### src/rtl/perf_ctr_pkg.sv
// Package: shared constants for the splittable counter bank.
// Assumes four physical counters, so the address map below fits in four bits.
package perf_ctr_pkg;
    localparam int DEF_NUM_PHYS = 4;
    localparam int DEF_CNT_W    = 32;
    localparam int DEF_ADDR_W   = 4;
    localparam int DEF_BUS_W    = 64;

    localparam logic [DEF_ADDR_W-1:0] ADDR_CTRL = 4'd0;
    localparam logic [DEF_ADDR_W-1:0] ADDR_STAT = 4'd1;
    localparam logic [DEF_ADDR_W-1:0] ADDR_PHYS = 4'd4;
    localparam logic [DEF_ADDR_W-1:0] ADDR_LOG  = 4'd8;
endpackage

### src/rtl/perf_ctr_slice.sv
// Module: one physical counter with its holding latch.
// It counts as one full-width value, or as two independent halves when split
// is set. A commit loads a pending latch and has priority over counting.
// Assumes CNT_W is even.
module perf_ctr_slice #(
    parameter int CNT_W = 32
) (
    input  logic             clk,
    input  logic             rst_n,
    input  logic             split,
    input  logic             mon_en,
    input  logic             commit,
    input  logic             ld_en,
    input  logic [CNT_W-1:0] ld_val,
    input  logic             ev_hi,
    input  logic             ev_lo,
    output logic [CNT_W-1:0] count,
    output logic [CNT_W-1:0] hold,
    output logic             pend,
    output logic             ovf_hi,
    output logic             ovf_lo
);
    localparam int HALF_W = CNT_W / 2;

    logic [CNT_W-1:0]  cnt_q, hold_q, cnt_nxt;
    logic              pend_q, commit_now, step, inc_hi, inc_lo;
    logic [HALF_W-1:0] hi_q, lo_q;

    assign hi_q       = cnt_q[CNT_W-1:HALF_W];
    assign lo_q       = cnt_q[HALF_W-1:0];
    assign commit_now = commit & pend_q;
    assign step       = mon_en & ~commit_now;

    // Purpose: next count value and the wrap pulses for each half or the whole.
    always_comb begin
        inc_hi = step & ev_hi;
        inc_lo = step & ev_lo & split;
        if (split) begin
            cnt_nxt = {hi_q + HALF_W'(inc_hi), lo_q + HALF_W'(inc_lo)};
            ovf_hi  = inc_hi & (&hi_q);
        end else begin
            cnt_nxt = cnt_q + CNT_W'(inc_hi);
            ovf_hi  = inc_hi & (&cnt_q);
        end
        ovf_lo = inc_lo & (&lo_q);
    end

    // Purpose: live counter, loaded on commit, else stepped by events.
    always_ff @(posedge clk) begin
        if (!rst_n)          cnt_q <= '0;
        else if (commit_now) cnt_q <= hold_q;
        else                 cnt_q <= cnt_nxt;
    end

    // Purpose: holding latch and its pending flag.
    always_ff @(posedge clk) begin
        if (!rst_n) begin
            hold_q <= '0;
            pend_q <= 1'b0;
        end else if (ld_en) begin
            hold_q <= ld_val;
            pend_q <= 1'b1;
        end else if (commit_now) begin
            pend_q <= 1'b0;
        end
    end

    assign count = cnt_q;
    assign hold  = hold_q;
    assign pend  = pend_q;
endmodule

### src/rtl/perf_ctr_regs.sv
// Module: global control, sticky status and interrupt mask.
// Any control write with the enable bit set issues the commit strobe.
// A status read clears the status, but a wrap in the same cycle stays set.
module perf_ctr_regs #(
    parameter int NUM_PHYS = 4,
    parameter int NUM_LOG  = 8
) (
    input  logic                clk,
    input  logic                rst_n,
    input  logic                ctrl_wr,
    input  logic                ctrl_en_bit,
    input  logic [NUM_PHYS-1:0] ctrl_split_bits,
    input  logic                stat_wr,
    input  logic                stat_rd,
    input  logic [NUM_LOG-1:0]  mask_bits,
    input  logic [NUM_LOG-1:0]  ovf,
    output logic                mon_en,
    output logic [NUM_PHYS-1:0] split,
    output logic [NUM_LOG-1:0]  status,
    output logic [NUM_LOG-1:0]  mask,
    output logic                commit,
    output logic                irq
);
    logic [NUM_LOG-1:0] status_q, mask_q;
    logic [NUM_PHYS-1:0] split_q;
    logic en_q;

    assign commit = ctrl_wr & ctrl_en_bit;

    // Purpose: control register fields.
    always_ff @(posedge clk) begin
        if (!rst_n) begin
            en_q    <= 1'b0;
            split_q <= '0;
        end else if (ctrl_wr) begin
            en_q    <= ctrl_en_bit;
            split_q <= ctrl_split_bits;
        end
    end

    // Purpose: sticky wrap flags, cleared by read, with set taking priority.
    always_ff @(posedge clk) begin
        if (!rst_n) status_q <= '0;
        else        status_q <= (stat_rd ? '0 : status_q) | ovf;
    end

    // Purpose: interrupt enable mask.
    always_ff @(posedge clk) begin
        if (!rst_n)       mask_q <= '0;
        else if (stat_wr) mask_q <= mask_bits;
    end

    assign mon_en = en_q;
    assign split  = split_q;
    assign status = status_q;
    assign mask   = mask_q;
    assign irq    = |(status_q & mask_q);
endmodule

### src/rtl/perf_ctr_bank.sv
// Module: top of the splittable performance counter bank.
// Decodes the register port, merges half-writes into the holding latches,
// and returns registered read data in the upper half of the bus word.
// Map: 0 control, 1 status, 4+n physical n, 8+n logical n.
// Assumes NUM_PHYS = 4 so that this map fits in ADDR_W bits.
module perf_ctr_bank #(
    parameter int NUM_PHYS = perf_ctr_pkg::DEF_NUM_PHYS,
    parameter int CNT_W    = perf_ctr_pkg::DEF_CNT_W,
    parameter int ADDR_W   = perf_ctr_pkg::DEF_ADDR_W,
    parameter int BUS_W    = perf_ctr_pkg::DEF_BUS_W
) (
    input  logic                    clk,
    input  logic                    rst_n,
    input  logic                    wr_en,
    input  logic                    rd_en,
    input  logic [ADDR_W-1:0]       addr,
    input  logic [BUS_W-1:0]        wdata,
    output logic [BUS_W-1:0]        rdata,
    input  logic [2*NUM_PHYS-1:0]   event_in,
    output logic                    irq
);
    import perf_ctr_pkg::*;

    localparam int NUM_LOG = 2 * NUM_PHYS;
    localparam int HALF_W  = CNT_W / 2;
    localparam int PIDX_W  = $clog2(NUM_PHYS);
    localparam int DATA_W  = BUS_W / 2;
    localparam int EN_BIT  = DATA_W - 1;

    logic [DATA_W-1:0]         wval;
    logic [PIDX_W-1:0]         pidx;
    logic                      is_phys, is_log, log_low;
    logic                      mon_en, commit;
    logic [NUM_PHYS-1:0]       split, pend, ovf_hi, ovf_lo, ld_en;
    logic [NUM_LOG-1:0]        status, mask, ovf_vec;
    logic [CNT_W-1:0]          cnt  [NUM_PHYS];
    logic [CNT_W-1:0]          hold [NUM_PHYS];
    logic [CNT_W-1:0]          ld_val [NUM_PHYS];
    logic [NUM_PHYS*CNT_W-1:0] cnt_flat;
    logic [DATA_W-1:0]         rd_val, rd_q;

    assign wval    = wdata[BUS_W-1:DATA_W];
    assign pidx    = addr[PIDX_W-1:0];
    assign is_phys = (addr[ADDR_W-1:PIDX_W] == ADDR_PHYS[ADDR_W-1:PIDX_W]);
    assign is_log  = addr[ADDR_W-1];
    assign log_low = addr[PIDX_W];

    perf_ctr_regs #(.NUM_PHYS(NUM_PHYS), .NUM_LOG(NUM_LOG)) u_regs (
        .clk             (clk),
        .rst_n           (rst_n),
        .ctrl_wr         (wr_en && addr == ADDR_CTRL),
        .ctrl_en_bit     (wval[EN_BIT]),
        .ctrl_split_bits (wval[NUM_PHYS-1:0]),
        .stat_wr         (wr_en && addr == ADDR_STAT),
        .stat_rd         (rd_en && addr == ADDR_STAT),
        .mask_bits       (wval[NUM_LOG-1:0]),
        .ovf             (ovf_vec),
        .mon_en          (mon_en),
        .split           (split),
        .status          (status),
        .mask            (mask),
        .commit          (commit),
        .irq             (irq)
    );

    for (genvar i = 0; i < NUM_PHYS; i++) begin : g_slice
        logic [CNT_W-1:0] base;
        logic             hit;

        assign hit      = (pidx == PIDX_W'(i));
        assign ld_en[i] = wr_en && hit && (is_phys || is_log);
        assign base     = pend[i] ? hold[i] : cnt[i];

        // Purpose: latch load value, merging one half in split mode.
        always_comb begin
            if (is_log && split[i]) begin
                if (log_low) ld_val[i] = {base[CNT_W-1:HALF_W], wval[HALF_W-1:0]};
                else         ld_val[i] = {wval[HALF_W-1:0], base[HALF_W-1:0]};
            end else begin
                ld_val[i] = wval[CNT_W-1:0];
            end
        end

        perf_ctr_slice #(.CNT_W(CNT_W)) u_slice (
            .clk    (clk),
            .rst_n  (rst_n),
            .split  (split[i]),
            .mon_en (mon_en),
            .commit (commit),
            .ld_en  (ld_en[i]),
            .ld_val (ld_val[i]),
            .ev_hi  (event_in[i]),
            .ev_lo  (event_in[i+NUM_PHYS]),
            .count  (cnt[i]),
            .hold   (hold[i]),
            .pend   (pend[i]),
            .ovf_hi (ovf_hi[i]),
            .ovf_lo (ovf_lo[i])
        );

        assign ovf_vec[i]          = ovf_hi[i];
        assign ovf_vec[i+NUM_PHYS] = ovf_lo[i];
        assign cnt_flat[i*CNT_W +: CNT_W] = cnt[i];
    end

    // Purpose: select the value for the addressed register.
    always_comb begin
        rd_val = '0;
        if (addr == ADDR_CTRL) begin
            rd_val[EN_BIT]         = mon_en;
            rd_val[NUM_PHYS-1:0]   = split;
        end else if (addr == ADDR_STAT) begin
            rd_val[NUM_LOG-1:0]    = status;
        end else if (is_phys) begin
            rd_val[CNT_W-1:0]      = cnt[pidx];
        end else if (is_log) begin
            if (!split[pidx])  rd_val[CNT_W-1:0]  = cnt[pidx];
            else if (log_low)  rd_val[HALF_W-1:0] = cnt[pidx][HALF_W-1:0];
            else               rd_val[HALF_W-1:0] = cnt[pidx][CNT_W-1:HALF_W];
        end
    end

    // Purpose: registered read data.
    always_ff @(posedge clk) begin
        if (!rst_n)     rd_q <= '0;
        else if (rd_en) rd_q <= rd_val;
    end

    assign rdata = {rd_q, {DATA_W{1'b0}}};
endmodule

### config.mk
export PLATFORM = sky130hd
export DESIGN_NAME = perf_ctr_bank
export DESIGN_NICKNAME = d
export VERILOG_FILES = /design/src/rtl/perf_ctr_pkg.sv /design/src/rtl/perf_ctr_slice.sv /design/src/rtl/perf_ctr_regs.sv /design/src/rtl/perf_ctr_bank.sv
export SDC_FILE = /design/constraint.sdc
export NUM_CORES = 1
export LEC_CHECK = 0
export CAP_MARGIN = 20
export CORE_ASPECT_RATIO = 1.75
export CORE_UTILIZATION = 45
export DETAILED_ROUTE_END_ITERATION = 10
export GPL_ROUTABILITY_DRIVEN = 0
export PLACE_DENSITY = 0.65
export SLEW_MARGIN = 20
export SYNTH_ARGS = -nofsm -noshare
export SYNTH_HDL_FRONTEND = slang
export SYNTH_SLANG_ARGS = --single-unit
### constraint.sdc
create_clock -name clk -period 3.9 [get_ports clk]
set_input_delay 0.585 -clock clk [delete_from_list [all_inputs] [get_ports clk]]
set_output_delay 0.585 -clock clk [all_outputs]
set_load 0.01 [all_outputs]
# Word-level counts from Yosys, hierarchy flattened
# Index checks and enable logic that the tools add are counted.
# word_totals
ff_bits,313
input_bits,80
out_inout_bits,65
elab_cells,179
# classes
addsub,12
magnitude_cmp,2
n_eq_ne,13
mux,48
bitwise_logic,40
reduce_logical,43
# ops
cell,n
2-to-1 mux 32 bit,24
adder 16 x 1 -> 16 bit,8
adder 32 x 1 -> 32 bit,4
AND reduction 16 bit,8
AND reduction 32 bit,4
binary-select mux 32 bit (select 2 bit),1
2-to-1 mux 16 bit,3
bitwise AND 1 bit,33
2-to-1 mux 27 bit,1
2-to-1 mux 24 bit,1
!= test 3 bit (second input constant),8
2-to-1 mux 8 bit,2
AND reduction 2 bit,8
logical AND 1 bit,15
2-to-1 mux 1 bit,14
bitwise AND 8 bit,1
OR 8 bit,1
nonzero test 2 bit,4
OR reduction 8 bit,1
== test 2 x 1 -> 1 bit (second input constant),2
== test 2 bit (second input constant),2
== test 4 x 1 -> 1 bit (second input constant),1
logical NOT 4 bit,1
2-to-1 mux 4 bit,1
7 further kinds,10

# Longest topological paths before layout
# depth
depth_word,11
mapped_depth,12
depth_no_buf,11

# Cells and area by module
# Synthesis repeated with hierarchy kept, for this count alone.
# hier_totals
cells_unflattened,2339
hier_area_um2,19785.2
# modules_own_cells
module,instances,cells_per_inst,area_per_inst_um2,seq_area_each_um2
perf_ctr_slice at g_slice[0].u_slice ...,3,373,3239.4,1301.2
perf_ctr_bank,1,772,5999.5,640.6
perf_ctr_slice at g_slice[1].u_slice,1,375,3255.6,1301.2
perf_ctr_regs,1,73,812.0,420.4

# Least setup slack after synthesis
# No wires, ideal clock.
# synth_path
path_kind,input -> register
start,input port addr[1]
end,register g_slice[0].u_slice.cnt_q[28]
setup_time_ns,0.137
t_arrival_ns,2.966
required_ns,3.763
path_slack_ns,0.798
cell_stages,11
path_buffers,1
path_cell_list,buf_2 nor4_4 nand3_1 and3_1 ha_1 ha_1 and3b_1 and3_1 a22oi_1 or3_1 a31oi_1
# synth_via
elab_chain_len,10
word_cells_on_any_way,11
cone_classes,2 x add/sub; 2 x mux; 5 x bitwise; 2 x reduce/logical
# synth_rtl
item,line,text
start: declaration,perf_ctr_bank.sv:16,"input logic [ADDR_W-1:0] addr,"
logical NOT 4 bit *,perf_ctr_bank.sv:51,".ctrl_wr (wr_en && addr == ADDR_CTRL),"
logical AND 1 bit *,perf_ctr_bank.sv:51,
bitwise AND 1 bit *,perf_ctr_regs.sv:28,assign commit = ctrl_wr & ctrl_en_bit;
bitwise AND 1 bit *,perf_ctr_slice.sv:31,assign commit_now = commit & pend_q;
inverter 1 bit,perf_ctr_slice.sv:32,assign step = mon_en & ~commit_now;
bitwise AND 1 bit,perf_ctr_slice.sv:32,
bitwise AND 1 bit,perf_ctr_slice.sv:36,inc_hi = step & ev_hi;
adder 32 x 1 -> 32 bit or adder 16 x 1 -> 16 bit (tied branches),"perf_ctr_slice.sv:42, perf_ctr_slice.sv:39",
2-to-1 mux 32 bit,perf_ctr_slice.sv:38,if (split) begin
2-to-1 mux 32 bit *,perf_ctr_slice.sv:51,else if (commit_now) cnt_q <= hold_q;
end signal: assignment,perf_ctr_slice.sv:51,
end signal: assignment,perf_ctr_slice.sv:52,else cnt_q <= cnt_nxt;
end: declaration,perf_ctr_slice.sv:25,"logic [CNT_W-1:0] cnt_q, hold_q, cnt_nxt;"
# Every way passes the cells marked *; elsewhere a longest branch is shown, timed or not.
# A chain may end at the register's enable or synchronous reset.

# Final worst setup path
# layout_path
start,input port addr[3]
end,register g_slice[2].u_slice.cnt_q[10]
# layout_via
elab_chain_len,11
word_cells_on_any_way,13
cone_classes,2 x add/sub; 2 x mux; 7 x bitwise; 2 x reduce/logical
# layout_rtl
item,line,text
logical NOT 4 bit *,perf_ctr_bank.sv:51,
logical AND 1 bit *,perf_ctr_bank.sv:51,
bitwise AND 1 bit *,perf_ctr_regs.sv:28,
bitwise AND 1 bit *,perf_ctr_slice.sv:31,
inverter 1 bit,perf_ctr_slice.sv:32,
bitwise AND 1 bit,perf_ctr_slice.sv:32,
bitwise AND 1 bit (2 in series),perf_ctr_slice.sv:37,inc_lo = step & ev_lo & split;
adder 16 x 1 -> 16 bit,perf_ctr_slice.sv:39,"cnt_nxt = {hi_q + HALF_W'(inc_hi), lo_q + HALF_W'(inc_lo)};"
2-to-1 mux 32 bit,perf_ctr_slice.sv:38,
2-to-1 mux 32 bit *,perf_ctr_slice.sv:51,
end signal: assignment,perf_ctr_slice.sv:51,
end signal: assignment,perf_ctr_slice.sv:52,
end: declaration,perf_ctr_slice.sv:25,
# Marked as above.

==> flow_metrics.py <==
metrics = {
    "sta": {
        "grt_setup_unrepaired": "false",
        "fmax_mhz": 321,
        "tightestPinTransition_ps": 928,
        "period_share_pct": 80.0,
        "fin_skew_ps": 9.24,
        "number_of_setup_violations_in_the_final_report": 0,
        "slew_headroom_pct": 38.1,
        "finalHoldViolCount": 0,
        "timing.final.max_slew_violations": 0,
        "post-route-min-period_ps": 3120,
        "post-route-worst-setup-slack_ps": 781,
        "hold_slack_ps": 455,
        "fin_tns_setup_ps": 0,
    },
    "routing": {
        "final_antenna_net_count": 0,
        "avgRoutedWirePerCell_um": 23.8,
        "detail_route.first_pass.iterations": 5,
        "detail_route.vias_per_cell": 6.33,
        "drtIter0Drc": 1301,
        "detailed_route_via_count": 16600,
        "drc": 0,
        "totalWireLength_um": 62500,
    },
    "job": {
        "number_of_maximum_capacitance_violations": 0,
    },
    "floorplan": {
        "fp-row-count": 94,
        "coreArea_um2": 37800,
        "die_h_um": 261,
        "die-area_um2": 39200,
        "initial_utilization_pct": 45.8,
        "ioPinCount": 145,
        "die_width_um": 150,
    },
    "worst_setup_path": {
        "critical_path.slowest_cell": "sky130_fd_sc_hd__clkdlybuf4s50_1",
        "cp_num_buf_inv": 2,
        "timing.critical_path.arrival_ps": 3560,
        "path_cells": "clkdlybuf4s50_1 > nor4_4 > buf_4 > nand3_2 > and3_1 > ha_1 > ha_1 > mux2i_1 > nor3_1 > and3_1 > xnor2_1 > a21oi_1",
        "r2r.worst_path.cells": 9,
        "crit_path_max_fanout": 18,
        "r2r_end": "g_slice[0].u_slice.count[12]$_SDFF_PN0_",
        "r2r-start": "u_regs.mon_en$_SDFFE_PN0N_",
        "critPathRequiredTime_ps": 4340,
        "endpoint_kind": "register",
        "family_with_the_most_delay_on_the_worst_path": "simple AND/OR/NAND/NOR gates",
        "slowest_delay_ps": 540,
        "setup_slack_of_the_most_critical_reg_to_reg_path_ps": 1060,
        "path_class": "input pin to register",
        "start_kind": "input pin",
    },
    "cells_and_area": {
        "area.growth.synth_to_final_pct": 12.2,
        "drive_gt1_share_pct": 7.84,
        "multi_input_area_um2": 10100,
        "nFillCells": 3563,
        "stdcell_area_um2": 19400,
        "regArea_um2": 6270,
        "layoutNonFillerInstCount": 2625,
        "finish.net_count": 2228,
    },
    "logic_synthesis": {
        "synthesis.area_per_instance_um2": 8.14,
        "synthesis.area_um2": 17300,
        "netlist-cell-type-count": 67,
        "synth-edff-count": 0,
        "postSynthRegisterBits": 313,
        "synth-seq-area-share_pct": 36.3,
        "netlist.top_cell.by_area": "sky130_fd_sc_hd__dfxtp_1",
        "synth_flop_cell": "sky130_fd_sc_hd__dfxtp_1",
        "synthesis.yosys.warnings": 0,
        "synth-async-reset-ratio_pct": 0,
        "synth.top_cell.area_share_pct": 36.3,
        "post_synth_inst_count": 2122,
        "ys_top_cells_by_area": "sky130_fd_sc_hd__dfxtp_1 (36%), sky130_fd_sc_hd__a211oi_1 (7.3%), sky130_fd_sc_hd__nor2_1 (6.4%)",
    },
    "hold_path": {
        "timing.hold.worst.start": "u_regs.mask[6]$_SDFFE_PN0P_",
        "worst_hold_path.num_cells": 2,
        "hold_path_class": "register to register",
        "min_to": "u_regs.mask[6]$_SDFFE_PN0P_",
    },
    "pwr": {
        "power_density_cells_nw_per_um2": 352,
        "power.ir.vdd_worst_mv": 0.322,
        "p_leak_nw": 7.16,
    },
    "placement": {
        "dp_cells": 2572,
        "dpl_worst_slack_ps": 213,
        "dpl.hpwl_um": 44600,
        "detailed_place.area_um2": 18400,
        "io_buffer_count": 80,
    },
    "global_routing": {
        "antenna_found_initial": 6,
        "grt_overflow": 0,
        "maximum_number_of_pins_on_one_net_before_global_route_repair": 108,
        "wire_length_of_the_first_global_routing_pass_um": 94400,
        "global_route.usage.total_pct": 32.1,
        "via_count_of_the_first_global_routing_pass": 15900,
    },
    "clock_network": {
        "cts-resized-gates": 0,
        "worst_skew_pair.late_latency_ps": 590,
        "cts_made_buffers": 30,
        "numClockSinks": 313,
        "post_cts_hold_buffer_count": 0,
        "number_of_setup_buffers_added_after_cts": 0,
        "clockRootBuffer": "sky130_fd_sc_hd__clkbuf_16",
        "clock_tree.buffer_depth": 3,
        "cts-htree-levels": 1,
        "cts.reportedPaths.clkPinSlew_ps": 60,
        "cts_tree": "done",
    },
    "run_status": {
        "result_of_the_run": "finished clean",
    },
}
power breakdown:
part	internal (W)	switching (W)	total, W
Combinational	0.000196	0.000375	0.000571
Sequential	0.00326	0.0000420	0.00330
Clock	0.00166	0.00129	0.00295
Total	0.00512	0.00171	0.00682
Yosys cell counts (21+ instances only):
cell,n
sky130_fd_sc_hd__nand2_1,97
sky130_fd_sc_hd__inv_1,30
sky130_fd_sc_hd__buf_2,23
sky130_fd_sc_hd__or3_1,33
sky130_fd_sc_hd__buf_4,32
sky130_fd_sc_hd__and3_1,38
sky130_fd_sc_hd__o21ai_0,95
sky130_fd_sc_hd__mux4_2,29
sky130_fd_sc_hd__clkbuf_1,146
sky130_fd_sc_hd__xor2_1,25
sky130_fd_sc_hd__nor2b_1,34
sky130_fd_sc_hd__mux2i_1,93
sky130_fd_sc_hd__ha_1,24
sky130_fd_sc_hd__dfxtp_1,313
sky130_fd_sc_hd__nand3_1,84
sky130_fd_sc_hd__a211oi_1,167
sky130_fd_sc_hd__xnor2_1,38
sky130_fd_sc_hd__a21oi_1,211
sky130_fd_sc_hd__nand4_1,46
sky130_fd_sc_hd__nor2_1,296
sky130_fd_sc_hd__nor3_1,21
sky130_fd_sc_hd__a31oi_1,54
routing by layer:
layer  share of wire [%]  vias to the layer above  global-route usage [%]
li1                    -                     7720                       -
met4                  11                        4                    31.1
met3                 5.9                      288                    4.39
met1                  35                     7851                    34.0
met5               0.034                        -                       0
met2                  48                      750                    54.2
sequential cells by signal, summed over array words and instances, names as in the netlist:
name / cells
g_slice.u_slice.count: 128
rd_q: 32
u_regs.split: 4
u_regs.mon_en: 1
g_slice.u_slice.hold: 128
u_regs.mask: 8
g_slice.u_slice.pend: 4
u_regs.status: 8
worst max path at each step:
stage          startpoint                                 endpoint  slack, ps  cells after the start
2_1_floorplan     addr[1]  g_slice[0].u_slice.count[28]$_SDFF_PN0_        800                     11
3_3_place_gp      addr[3]   g_slice[0].u_slice.count[6]$_SDFF_PN0_        300                     12
3_5_place_dp      addr[3]  g_slice[2].u_slice.count[10]$_SDFF_PN0_        210                     12
4_1_cts           addr[3]  g_slice[2].u_slice.count[10]$_SDFF_PN0_        820                     12
5_1_grt           addr[3]   g_slice[0].u_slice.count[6]$_SDFF_PN0_        630                     12
6_report          addr[3]  g_slice[2].u_slice.count[10]$_SDFF_PN0_        780                     12
cells by family after synthesis:
| family | Yosys count | synth area share (%) |
|---|---|---|
| flip-flops | 313 | 36.3 |
| adder cells (fa/ha/maj) | 24 | 1.74 |
| AO/OA/AOI/OAI | 622 | 22.2 |
| buffers and inverters | 237 | 6.01 |
| XOR/XNOR | 63 | 3.19 |
| other | 1 | 0.0217 |
| AND/OR/NAND/NOR | 736 | 21.1 |
| multiplexers | 126 | 9.43 |
through the flow:
step / utilization, % / power, W
2_1_floorplan: - / 0.00372
3_3_place_gp: 48.8 / 0.00392
5_1_grt: 51.3 / 0.00703
4_1_cts: 51.3 / 0.00685
6_report: 51.3 / 0.00682
3_5_place_dp: 48.8 / 0.00393
final cells by class:
cell class                      count  share of cell area (%)
Antenna cell                        1                  0.0129
Clock buffer                       48                    4.74
Clock inverter                      4                   0.232
Inverter                           31                   0.626
Multi-Input combinational cell   1603                    52.3
Sequential cell                   313                    32.3
Tap cell                          480                    3.10
Timing Repair Buffer              145                    6.67
placed cells by master, fill, tap and decap left out, types with 9 or more instances in the layout:
cell,instances
sky130_fd_sc_hd__dfxtp_1,313
sky130_fd_sc_hd__nor2_1,296
sky130_fd_sc_hd__a21oi_1,211
sky130_fd_sc_hd__a211oi_1,167
sky130_fd_sc_hd__nand2_1,97
sky130_fd_sc_hd__o21ai_0,95
sky130_fd_sc_hd__mux2i_1,93
sky130_fd_sc_hd__nand3_1,80
sky130_fd_sc_hd__clkdlybuf4s50_1,75
sky130_fd_sc_hd__buf_4,65
sky130_fd_sc_hd__a31oi_1,50
sky130_fd_sc_hd__nand4_1,46
sky130_fd_sc_hd__and3_1,38
sky130_fd_sc_hd__xnor2_1,38
sky130_fd_sc_hd__nor2b_1,34
sky130_fd_sc_hd__or3_1,33
sky130_fd_sc_hd__conb_1,32
sky130_fd_sc_hd__clkbuf_16,31
sky130_fd_sc_hd__inv_1,29
sky130_fd_sc_hd__mux4_2,29
sky130_fd_sc_hd__xor2_1,25
sky130_fd_sc_hd__ha_1,24
sky130_fd_sc_hd__nor3_1,21
sky130_fd_sc_hd__o21ai_1,19
sky130_fd_sc_hd__or4_1,18
sky130_fd_sc_hd__and2_1,14
sky130_fd_sc_hd__o31ai_1,12
sky130_fd_sc_hd__and4_1,11
sky130_fd_sc_hd__a22oi_1,10
sky130_fd_sc_hd__o22ai_1,9
sky130_fd_sc_hd__clkbuf_1,9
worst reg2reg max path, stage by stage (launching register included):
cell,delay (ps)
sky130_fd_sc_hd__dfxtp_1,590
sky130_fd_sc_hd__buf_4,260
sky130_fd_sc_hd__and3_1,240
sky130_fd_sc_hd__ha_1,240
sky130_fd_sc_hd__ha_1,230
sky130_fd_sc_hd__mux2i_1,190
sky130_fd_sc_hd__nor4_1,550
sky130_fd_sc_hd__nand3_1,170
sky130_fd_sc_hd__xor2_1,160
sky130_fd_sc_hd__a21oi_1,80
Power figures use the tool's default switching activity.
